### config.mk
export PLATFORM = sky130hd
export DESIGN_NAME = packedAddAvg
export DESIGN_NICKNAME = d
export VERILOG_FILES = /design/src/rtl/pasPkg.sv /design/src/rtl/pasLane.sv /design/src/rtl/pasControl.sv /design/src/rtl/pasDatapath.sv /design/src/rtl/packedAddAvg.sv
export SDC_FILE = /design/constraint.sdc
export NUM_CORES = 1
export LEC_CHECK = 0
export CAP_MARGIN = 20
export CELL_PAD_IN_SITES_DETAIL_PLACEMENT = 2
export CELL_PAD_IN_SITES_GLOBAL_PLACEMENT = 2
export CORE_MARGIN = 1
export CORE_UTILIZATION = 30
export CTS_CLUSTER_SIZE = 8
export DETAILED_ROUTE_END_ITERATION = 10
export PLACE_DENSITY = 0.79
export SLEW_MARGIN = 10
export SYNTH_ARGS = -nofsm -noshare
export SYNTH_HDL_FRONTEND = slang
export SYNTH_SLANG_ARGS = --single-unit
export TNS_END_PERCENT = 10
### constraint.sdc
create_clock -name clk -period 4.25 [get_ports clk]
set_clock_uncertainty 0.05 [all_clocks]
set_input_delay 0.6375 -clock clk [delete_from_list [all_inputs] [get_ports clk]]
set_output_delay 0.6375 -clock clk [all_outputs]
set_load 0.01 [all_outputs]
### src/rtl/pasPkg.sv
package pasPkg;
  localparam int DW = 64;
  localparam int NSIZE = 3;

  typedef enum logic [3:0] {
    OP_ADD      = 4'd0,
    OP_ADD_SS   = 4'd1,
    OP_ADD_UU   = 4'd2,
    OP_ADD_US   = 4'd3,
    OP_SUB      = 4'd4,
    OP_SUB_SS   = 4'd5,
    OP_SUB_UU   = 4'd6,
    OP_SUB_US   = 4'd7,
    OP_AVG      = 4'd8,
    OP_AVG_RND  = 4'd9,
    OP_AVG_DIFF = 4'd10
  } pasOpE;

  typedef enum logic [1:0] {
    SZ_B8   = 2'd0,
    SZ_B16  = 2'd1,
    SZ_B32  = 2'd2,
    SZ_RSVD = 2'd3
  } pasSizeE;

  typedef enum logic [1:0] {
    RES_WRAP = 2'd0,
    RES_SSAT = 2'd1,
    RES_USAT = 2'd2,
    RES_AVG  = 2'd3
  } pasResE;

  typedef struct packed {
    logic       doSub;
    logic       aSigned;
    logic       bSigned;
    logic       roundUp;
    pasResE     resMode;
    logic [1:0] sizeSel;
    logic       illegal;
  } pasCtrlT;
endpackage

### src/rtl/pasLane.sv
module pasLane
  import pasPkg::*;
#(
  parameter int W = 8
) (
  input  logic [W-1:0] laneA,
  input  logic [W-1:0] laneB,
  input  pasCtrlT      ctrl,
  output logic [W-1:0] laneY
);
  localparam int XW = W + 2;

  logic [XW-1:0] extA;
  logic [XW-1:0] extB;
  logic [XW-1:0] rawSum;
  logic          ovfSigned;

  always_comb begin
    extA = {{2{ctrl.aSigned & laneA[W-1]}}, laneA};
    extB = {{2{ctrl.bSigned & laneB[W-1]}}, laneB};
    if (ctrl.doSub) rawSum = extA - extB;
    else            rawSum = extA + extB + XW'(ctrl.roundUp);
    ovfSigned = (rawSum[W+1:W-1] != 3'b000) && (rawSum[W+1:W-1] != 3'b111);
    case (ctrl.resMode)
      RES_SSAT: begin
        if (!ovfSigned)       laneY = rawSum[W-1:0];
        else if (rawSum[W+1]) laneY = {1'b1, {(W-1){1'b0}}};
        else                  laneY = {1'b0, {(W-1){1'b1}}};
      end
      RES_USAT: begin
        if (rawSum[W+1])      laneY = '0;
        else if (rawSum[W])   laneY = '1;
        else                  laneY = rawSum[W-1:0];
      end
      RES_AVG:  laneY = rawSum[W:1];
      default:  laneY = rawSum[W-1:0];
    endcase
  end
endmodule

### src/rtl/pasControl.sv
module pasControl
  import pasPkg::*;
(
  input  logic [3:0] opSel,
  input  logic [1:0] elemSize,
  output pasCtrlT    ctrl
);
  logic opKnown;
  logic wrapOnly;

  always_comb begin
    ctrl         = '0;
    ctrl.sizeSel = elemSize;
    opKnown      = 1'b1;
    wrapOnly     = 1'b0;
    case (opSel)
      OP_ADD:      wrapOnly = 1'b1;
      OP_SUB:      begin wrapOnly = 1'b1; ctrl.doSub = 1'b1; end
      OP_ADD_SS:   begin ctrl.resMode = RES_SSAT; ctrl.aSigned = 1'b1; ctrl.bSigned = 1'b1; end
      OP_SUB_SS:   begin ctrl.resMode = RES_SSAT; ctrl.aSigned = 1'b1; ctrl.bSigned = 1'b1;
                         ctrl.doSub = 1'b1; end
      OP_ADD_UU:   ctrl.resMode = RES_USAT;
      OP_SUB_UU:   begin ctrl.resMode = RES_USAT; ctrl.doSub = 1'b1; end
      OP_ADD_US:   begin ctrl.resMode = RES_USAT; ctrl.bSigned = 1'b1; end
      OP_SUB_US:   begin ctrl.resMode = RES_USAT; ctrl.bSigned = 1'b1; ctrl.doSub = 1'b1; end
      OP_AVG:      ctrl.resMode = RES_AVG;
      OP_AVG_RND:  begin ctrl.resMode = RES_AVG; ctrl.roundUp = 1'b1; end
      OP_AVG_DIFF: begin ctrl.resMode = RES_AVG; ctrl.doSub = 1'b1; end
      default:     opKnown = 1'b0;
    endcase
    case (elemSize)
      SZ_B8, SZ_B16: ctrl.illegal = !opKnown;
      SZ_B32:        ctrl.illegal = !wrapOnly;
      default:       ctrl.illegal = 1'b1;
    endcase
  end
endmodule

### src/rtl/pasDatapath.sv
module pasDatapath
  import pasPkg::*;
(
  input  logic          clk,
  input  logic          rstN,
  input  logic [DW-1:0] opA,
  input  logic [DW-1:0] opB,
  input  pasCtrlT       ctrl,
  output logic [DW-1:0] dataOut
);
  logic [DW-1:0] sizeRes [NSIZE];

  for (genvar gs = 0; gs < NSIZE; gs++) begin : gSize
    localparam int W  = 8 << gs;
    localparam int NL = DW / W;
    logic [DW-1:0] laneBus;
    for (genvar gl = 0; gl < NL; gl++) begin : gLane
      pasLane #(.W(W)) uLane (
        .laneA (opA[gl*W +: W]),
        .laneB (opB[gl*W +: W]),
        .ctrl  (ctrl),
        .laneY (laneBus[gl*W +: W])
      );
    end
    assign sizeRes[gs] = laneBus;
  end

  always_comb begin
    if (ctrl.illegal) dataOut = '0;
    else begin
      case (ctrl.sizeSel)
        SZ_B8:   dataOut = sizeRes[0];
        SZ_B16:  dataOut = sizeRes[1];
        SZ_B32:  dataOut = sizeRes[2];
        default: dataOut = '0;
      endcase
    end
  end

  logic sel8;
  assign sel8 = !ctrl.illegal && (ctrl.sizeSel == SZ_B8);

  AST_SSAT_NO_WRAP: assert property (@(posedge clk) disable iff (!rstN)
    (sel8 && ctrl.resMode == RES_SSAT && !ctrl.doSub && !opA[7] && !opB[7]) |-> !dataOut[7]);
  AST_USAT_ADD_FLOOR: assert property (@(posedge clk) disable iff (!rstN)
    (sel8 && ctrl.resMode == RES_USAT && !ctrl.doSub && !ctrl.bSigned) |-> (dataOut[7:0] >= opA[7:0]));
  AST_USAT_SUB_CEIL: assert property (@(posedge clk) disable iff (!rstN)
    (sel8 && ctrl.resMode == RES_USAT && ctrl.doSub && !ctrl.bSigned) |-> (dataOut[7:0] <= opA[7:0]));
  AST_AVG_BETWEEN: assert property (@(posedge clk) disable iff (!rstN)
    (sel8 && ctrl.resMode == RES_AVG && !ctrl.doSub && !ctrl.roundUp) |->
      ((dataOut[7:0] >= ((opA[7:0] < opB[7:0]) ? opA[7:0] : opB[7:0])) &&
       (dataOut[7:0] <= ((opA[7:0] < opB[7:0]) ? opB[7:0] : opA[7:0]))));
endmodule

### src/rtl/packedAddAvg.sv
module packedAddAvg
  import pasPkg::*;
#(
  parameter bit REG_OUT = 1'b1
) (
  input  logic          clk,
  input  logic          rstN,
  input  logic [DW-1:0] opA,
  input  logic [DW-1:0] opB,
  input  logic [1:0]    elemSize,
  input  logic [3:0]    opSel,
  output logic [DW-1:0] result,
  output logic          illegalOp
);
  pasCtrlT       ctrl;
  logic [DW-1:0] dataOut;

  pasControl uControl (
    .opSel    (opSel),
    .elemSize (elemSize),
    .ctrl     (ctrl)
  );

  pasDatapath uDatapath (
    .clk     (clk),
    .rstN    (rstN),
    .opA     (opA),
    .opB     (opB),
    .ctrl    (ctrl),
    .dataOut (dataOut)
  );

  if (REG_OUT) begin : gReg
    always_ff @(posedge clk) begin
      if (!rstN) begin
        result    <= '0;
        illegalOp <= 1'b0;
      end else begin
        result    <= dataOut;
        illegalOp <= ctrl.illegal;
      end
    end

    AST_RSVD_SIZE_FLAG: assert property (@(posedge clk) disable iff (!rstN)
      (elemSize == SZ_RSVD) |=> illegalOp);
  end else begin : gComb
    assign result    = dataOut;
    assign illegalOp = ctrl.illegal;
  end

  AST_ILLEGAL_ZERO: assert property (@(posedge clk) disable iff (!rstN)
    illegalOp |-> (result == '0));
endmodule

==> impl_metrics.toml, run 1 <==
[status]
status = "finished with violations"
violations = "setup timing"

[placed_design]
placed_cell_area_mm2 = 0.02676
port-buffer-count = 200
dp.cells = 4378
preCtsSetupSlack_ns = -0.9657
place_hpwl_um = 96670
gp_congestion = 0.9801

[setup_path]
critPathKind = "in -> reg"
cpPeakStageDelay_ns = 0.43
cp.arrival_ns = 4.75
crit_required_ns = 4.43
slowest_stage = "nor4_1"
crit_top_cell = "buf_4"
crit_path_max_fanout = 8
start_kind = "input pin"
end_kind = "flop"
worstPathCellList = "dlygate4sd2_1 -> buf_4 -> nor2b_2 -> nor2b_4 -> buf_4 -> buf_4 -> and2_1 -> ha_1 -> nand2b_1 -> a31oi_1 -> nand4_1 -> o21ai_1 -> a31oi_1 -> mux2i_1 -> buf_4 -> nor2_4 -> o21ai_1 -> buf_4 -> a22oi_1 -> a211oi_1 -> nor4_1"

[detailed_routing]
drc = 0
drt_wl_total_um = 129200
drt_pass1_iterations = 5
antenna_left = 0
vias = 27595
vias_per_cell = 6.231
wire_per_inst_um = 29.17
drtIter0Drc = 2083

[floorplanning]
num_rows = 90
die_w_um = 249.5
die_area_mm2 = 0.06224
die_h_um = 249.5
start_util = 0.3038
io_pins = 201
core_area_mm2 = 0.06047

[timing]
period_needed_ns = 4.571
rsz0062_at_grt = "yes"
setup_ws_ns = -0.3205
relSlewSlack = 0.2310
setup_viol = 27
tightest_slew_ns = 1.153
hold_viol = 0
hold_ws_ns = 0.8450
maxSlewViolCount = 0
fin_crit_sh = 1.075
max_freq_mhz = 218.8
tns_ns = -2.305

[power]
p_leak_uw = 0.01211
internal_power_uw = 3418
switching_share = 0.5182
pwr-share-seq = 0.098
powerDensity_mw_per_mm2 = 252.6
p_clk_frac = 0.123
peakVddDrop_uv = 237.4
power_switching_uw = 3677
p_comb_frac = 0.779

[yosys]
syn_inst = 2772
synth.area.top_cells = "a21oi_1 (10%), ha_1 (9.9%), dfxtp_1 (7.1%)"
yosysSeqAreaShare = 0.07083
ys.flop_type = "dfxtp_1"
netlist_top_cells_count = "a21oi_1 (373), o21ai_0 (232), nor2_1 (230)"
ys_ff_latch = 65
yosys.cell_count.top_type = "a21oi_1"
synth_edf_count = 0
netlist_area_mm2 = 0.01837
async_flop_share = 0
syn_nets = 3076
yosysTopAreaCell = "a21oi_1"
synth_area_per_cell_um2 = 6.628
synth_top_area_frac = 0.1016
ys_types = 112
synth_warnings = 0

[clock_network]
cts_made_buffers = 9
cts_root_buf = "clkbuf_16"
cts_hold_buffers = 0
cts_tree = "built"
cts.reportedPaths.clkPinSlew_ns = 0.08
cts.sinks = 65
htreeDepth = 3
clock_path_buffers = 2

[global_route]
grt_antenna_before_repair = 8
grt_pass1_vias = 29631
grt_pass1_wl_um = 181100
grt_usage = 0.3703
grt_max_degree = 46
grt_overflow = 0

[cells_and_area]
nets = 3942
fin_cells = 4429
area_delta_synth_final_pct = 52.91
drive_gt1_frac = 0.2923
fin_area_mm2 = 0.02809
fillers = 7013

[job]
cap_violations = 0

[worst_hold_path]
min_path_type = "in -> reg"
==> kinds of logic after synthesis <==
group	synth area share
AOI/OAI and AO/OA	0.4202
xor gates and xnor gates	0.06783
adders and majority gates	0.1234
buffers and inverters	0.08588
DFF	0.07083
muxes	0.01825
and+or+nand+nor	0.2136
==> worst max-delay path: cells and delay by family <==
| kind | cells | cell delay, ns |
|---|---|---|
| simple gates | 7 | 1.61 |
| compound gates | 6 | 0.88 |
| buf+inv | 6 | 1.16 |
| mux | 1 | 0.17 |
| fa+ha+maj | 1 | 0.27 |
==> state kept, by name, summed over array words and instances (netlist names) <==
register	flops
result	64
illegalOp	1
==> area by class of cell <==
type	instances	area (µm²)	area share
diodes	4	10.01	0.0003563
clock buffers	9	225.2	0.008017
clock inverters	7	78.83	0.002806
flip-flops and latches	65	1301	0.04632
multi-input cells	2340	16300	0.5801
inverters	181	679.4	0.02418
repair buffers	1041	8524	0.3034
well taps	782	978.4	0.03483
==> final timing paths <==
check | start | to | cells after the start
max | opSel[3] | result[39]$_SDFF_PP0_ | 21
min | rstN | illegalOp$_SDFF_PN0_ | 3
==> placed cells by master, fill, tap and decap left out, types with 12 or more instances in the layout <==
cell type          n
or2_2             13
nor3_1            52
nor3_2            13
a211oi_2          13
ha_1             145
a21o_1            35
clkdlybuf4s50_1  194
a211o_1           19
buf_4            820
a21oi_2           12
o22ai_1           25
nand2b_1          38
nand3_1           53
fa_1              14
a31oi_1           60
and2_1            30
xnor2_1          101
o21bai_1          13
a21oi_1          362
nand2_1          209
o31ai_1           39
o21ai_1           49
inv_1            173
nand4_1           25
nor4_1            25
o21a_1            28
dfxtp_1           65
o221ai_1          21
o211ai_1          54
or3_1             16
xor2_1            19
nor2b_1           34
a221oi_1          13
buf_12            16
a211oi_1          32
o21ai_0          220
nor2_1           223
mux2i_1           27
==> what timing repair did <==
item | CTS | global route
resized for setup | 56 | 117
setup buffers | 16 | 16
pin swaps | 30 | 35
endpoints found under the setup margin | 64 | 62
==> power by group through the flow <==
stage	clock network, µW	logic, µW	registers [µW]
after floorplan	0	2380	699
after global placement	0	4720	704
after detailed placement	0	4980	703
after CTS	852	5100	690
after global routing	889	5760	693
final	872	5530	694
==> per-stage QoR <==
stage | power, µW | util
2_1_floorplan | 3080 | -
3_3_place_gp | 5426 | 0.4426
3_5_place_dp | 5678 | 0.4426
4_1_cts | 6643 | 0.4538
5_1_grt | 7346 | 0.4645
6_report | 7095 | 0.4646
==> metal layers <==
metal  vias to the layer above  wire, µm  global-route usage
met1                     13904     53170              0.4679
met2                      1258     61430              0.6397
met3                       448      7637             0.04214
li1                      11985         -                   -
met5                         -         0                   0
met4                         0      6944              0.1434
(Power assumes the default switching activity.)
==> inputs of run 2 (changes only) <==
- TNS_END_PERCENT: 10 -> default
==> impl_metrics.toml, run 2 (synthesis results as in run 1) <==
[power]
peakVddDrop_uv = 240.9
p_leak_uw = 0.01212
powerDensity_mw_per_mm2 = 252.2

[detailed_routing]
drt_pass1_iterations = 5
wire_per_inst_um = 28.99
drtIter0Drc = 2065
antenna_left = 0
drc = 0
drt_wl_total_um = 128400
vias = 27594
vias_per_cell = 6.230

[setup_path]
startpoint = "opA[8]"
crit_required_ns = 4.45
cp.arrival_ns = 4.68
start_kind = "input pin"
crit_path_max_fanout = 7
critPathKind = "in -> reg"
end_kind = "flop"

[floorplanning]
io_pins = 201
num_rows = 90
die_w_um = 249.5
core_area_mm2 = 0.06047
start_util = 0.3038
die_area_mm2 = 0.06224
die_h_um = 249.5

[clock_network]
cts_root_buf = "clkbuf_16"
cts.sinks = 65
cts_hold_buffers = 0
clock_path_buffers = 2
cts_made_buffers = 9
cts_tree = "built"
htreeDepth = 3
cts.reportedPaths.clkPinSlew_ns = 0.08

[global_route]
grt_max_degree = 46
grt_pass1_vias = 29631
grt_overflow = 0
grt_pass1_wl_um = 181100
grt_usage = 0.3703
grt_antenna_before_repair = 5

[placed_design]
dp.cells = 4378
gp_congestion = 0.9801
place_hpwl_um = 96670
port-buffer-count = 200

[cells_and_area]
area_delta_synth_final_pct = 53.00
reg_top3 = "result (64), illegalOp (1)"
drive_gt1_frac = 0.2948
final_common_cell = "buf_4"
regMostFlops = "result"
fin_cells = 4429
largest_register_ffs = 64
nets = 3945
fillers = 7010
mostFrequentLayoutCells = "buf_4 (824), a21oi_1 (357), nor2_1 (223), o21ai_0 (221), nand2_1 (210)"

[timing]
period_needed_ns = 4.480
max_freq_mhz = 223.2
hold_ws_ns = 0.8469
tightest_slew_ns = 1.114
relSlewSlack = 0.2576
fin_crit_sh = 1.054
hold_viol = 0
setup_ws_ns = -0.2298
maxSlewViolCount = 0
rsz0062_at_grt = "yes"
setup_viol = 19

[worst_hold_path]
min_path_type = "in -> reg"
min_from = "rstN"

[status]
violations = "setup timing"
status = "finished with violations"

[job]
cap_violations = 0
## run 2: changes by cell type in the layout (fill, tap and decap cells not counted), sizes merged
cell / delta
dlymetal6s2s: +1
clkbuf: +2
dlygate4sd2: -1
buf: +3
diode: -3
clkdlybuf4s50: -1
clkdlybuf4s15: -1
## run 2: power by group
group	switching (µW)	internal (µW)
registers	41.6	652
logic	3230	2310
clock network	403	462
## run 2: cell type report
type / instances / area (µm²) / area share
diodes: 1 / 2.502 / 0.00008902
clock buffers: 9 / 225.2 / 0.008012
clock inverters: 7 / 78.83 / 0.002804
inverters: 181 / 679.4 / 0.02417
multi-input cells: 2340 / 16310 / 0.5801
flip-flops and latches: 65 / 1301 / 0.04629
well taps: 782 / 978.4 / 0.03481
repair buffers: 1044 / 8537 / 0.3037
## run 2: path summary, 6_finish.rpt
| check | end | cells after the start |
|---|---|---|
| max | result[10]$_SDFF_PP0_ | 19 |
| min | illegalOp$_SDFF_PN0_ | 3 |
## run 2: through the flow
stage / power, µW / area [µm²] / TNS (ns) / utilization / worst slack [ns]
floorplan: 3080 / 18400 / -0.04409 / - / -0.04409
global placement: 5426 / 26760 / -32.23 / 0.4426 / -0.7994
detailed placement: 5678 / 26760 / -44.55 / 0.4426 / -0.9657
CTS: 6643 / 27440 / 0 / 0.4538 / 0.005798
global route: 7334 / 28110 / -3.044 / 0.4648 / -0.3166
finish: 7091 / 28110 / -1.571 / 0.4648 / -0.2298
## run 2: repair_timing
action                     in CTS  in global routing
gates resized for setup        56                126
buffers inserted               16                 19
setup endpoints to repair      64                 62
pin swaps                      30                 45
## run 2: per-layer routing
layer | share of wire | wire (µm) | vias up | GRT usage
li1 | - | - | 11981 | -
met1 | 0.41 | 52710 | 13870 | 0.4679
met2 | 0.48 | 61060 | 1294 | 0.6397
met3 | 0.059 | 7633 | 449 | 0.04214
met4 | 0.055 | 7007 | 0 | 0.1434
met5 | 0 | 0 | - | 0
## run 2: critical path, stage by stage
cell and delay (ns):
clkdlybuf4s50_1 0.51, inv_1 0.08, ha_1 0.32, buf_4 0.16, buf_4 0.17, nor2_2 0.16
nand2_1 0.12, a211oi_4 0.33, o21ai_1 0.16, buf_4 0.19, a21oi_1 0.16, a21oi_1 0.11
xnor2_1 0.16, buf_4 0.20, buf_4 0.13, a21o_1 0.13, o21ai_1 0.28, o31ai_2 0.50
a21oi_2 0.16
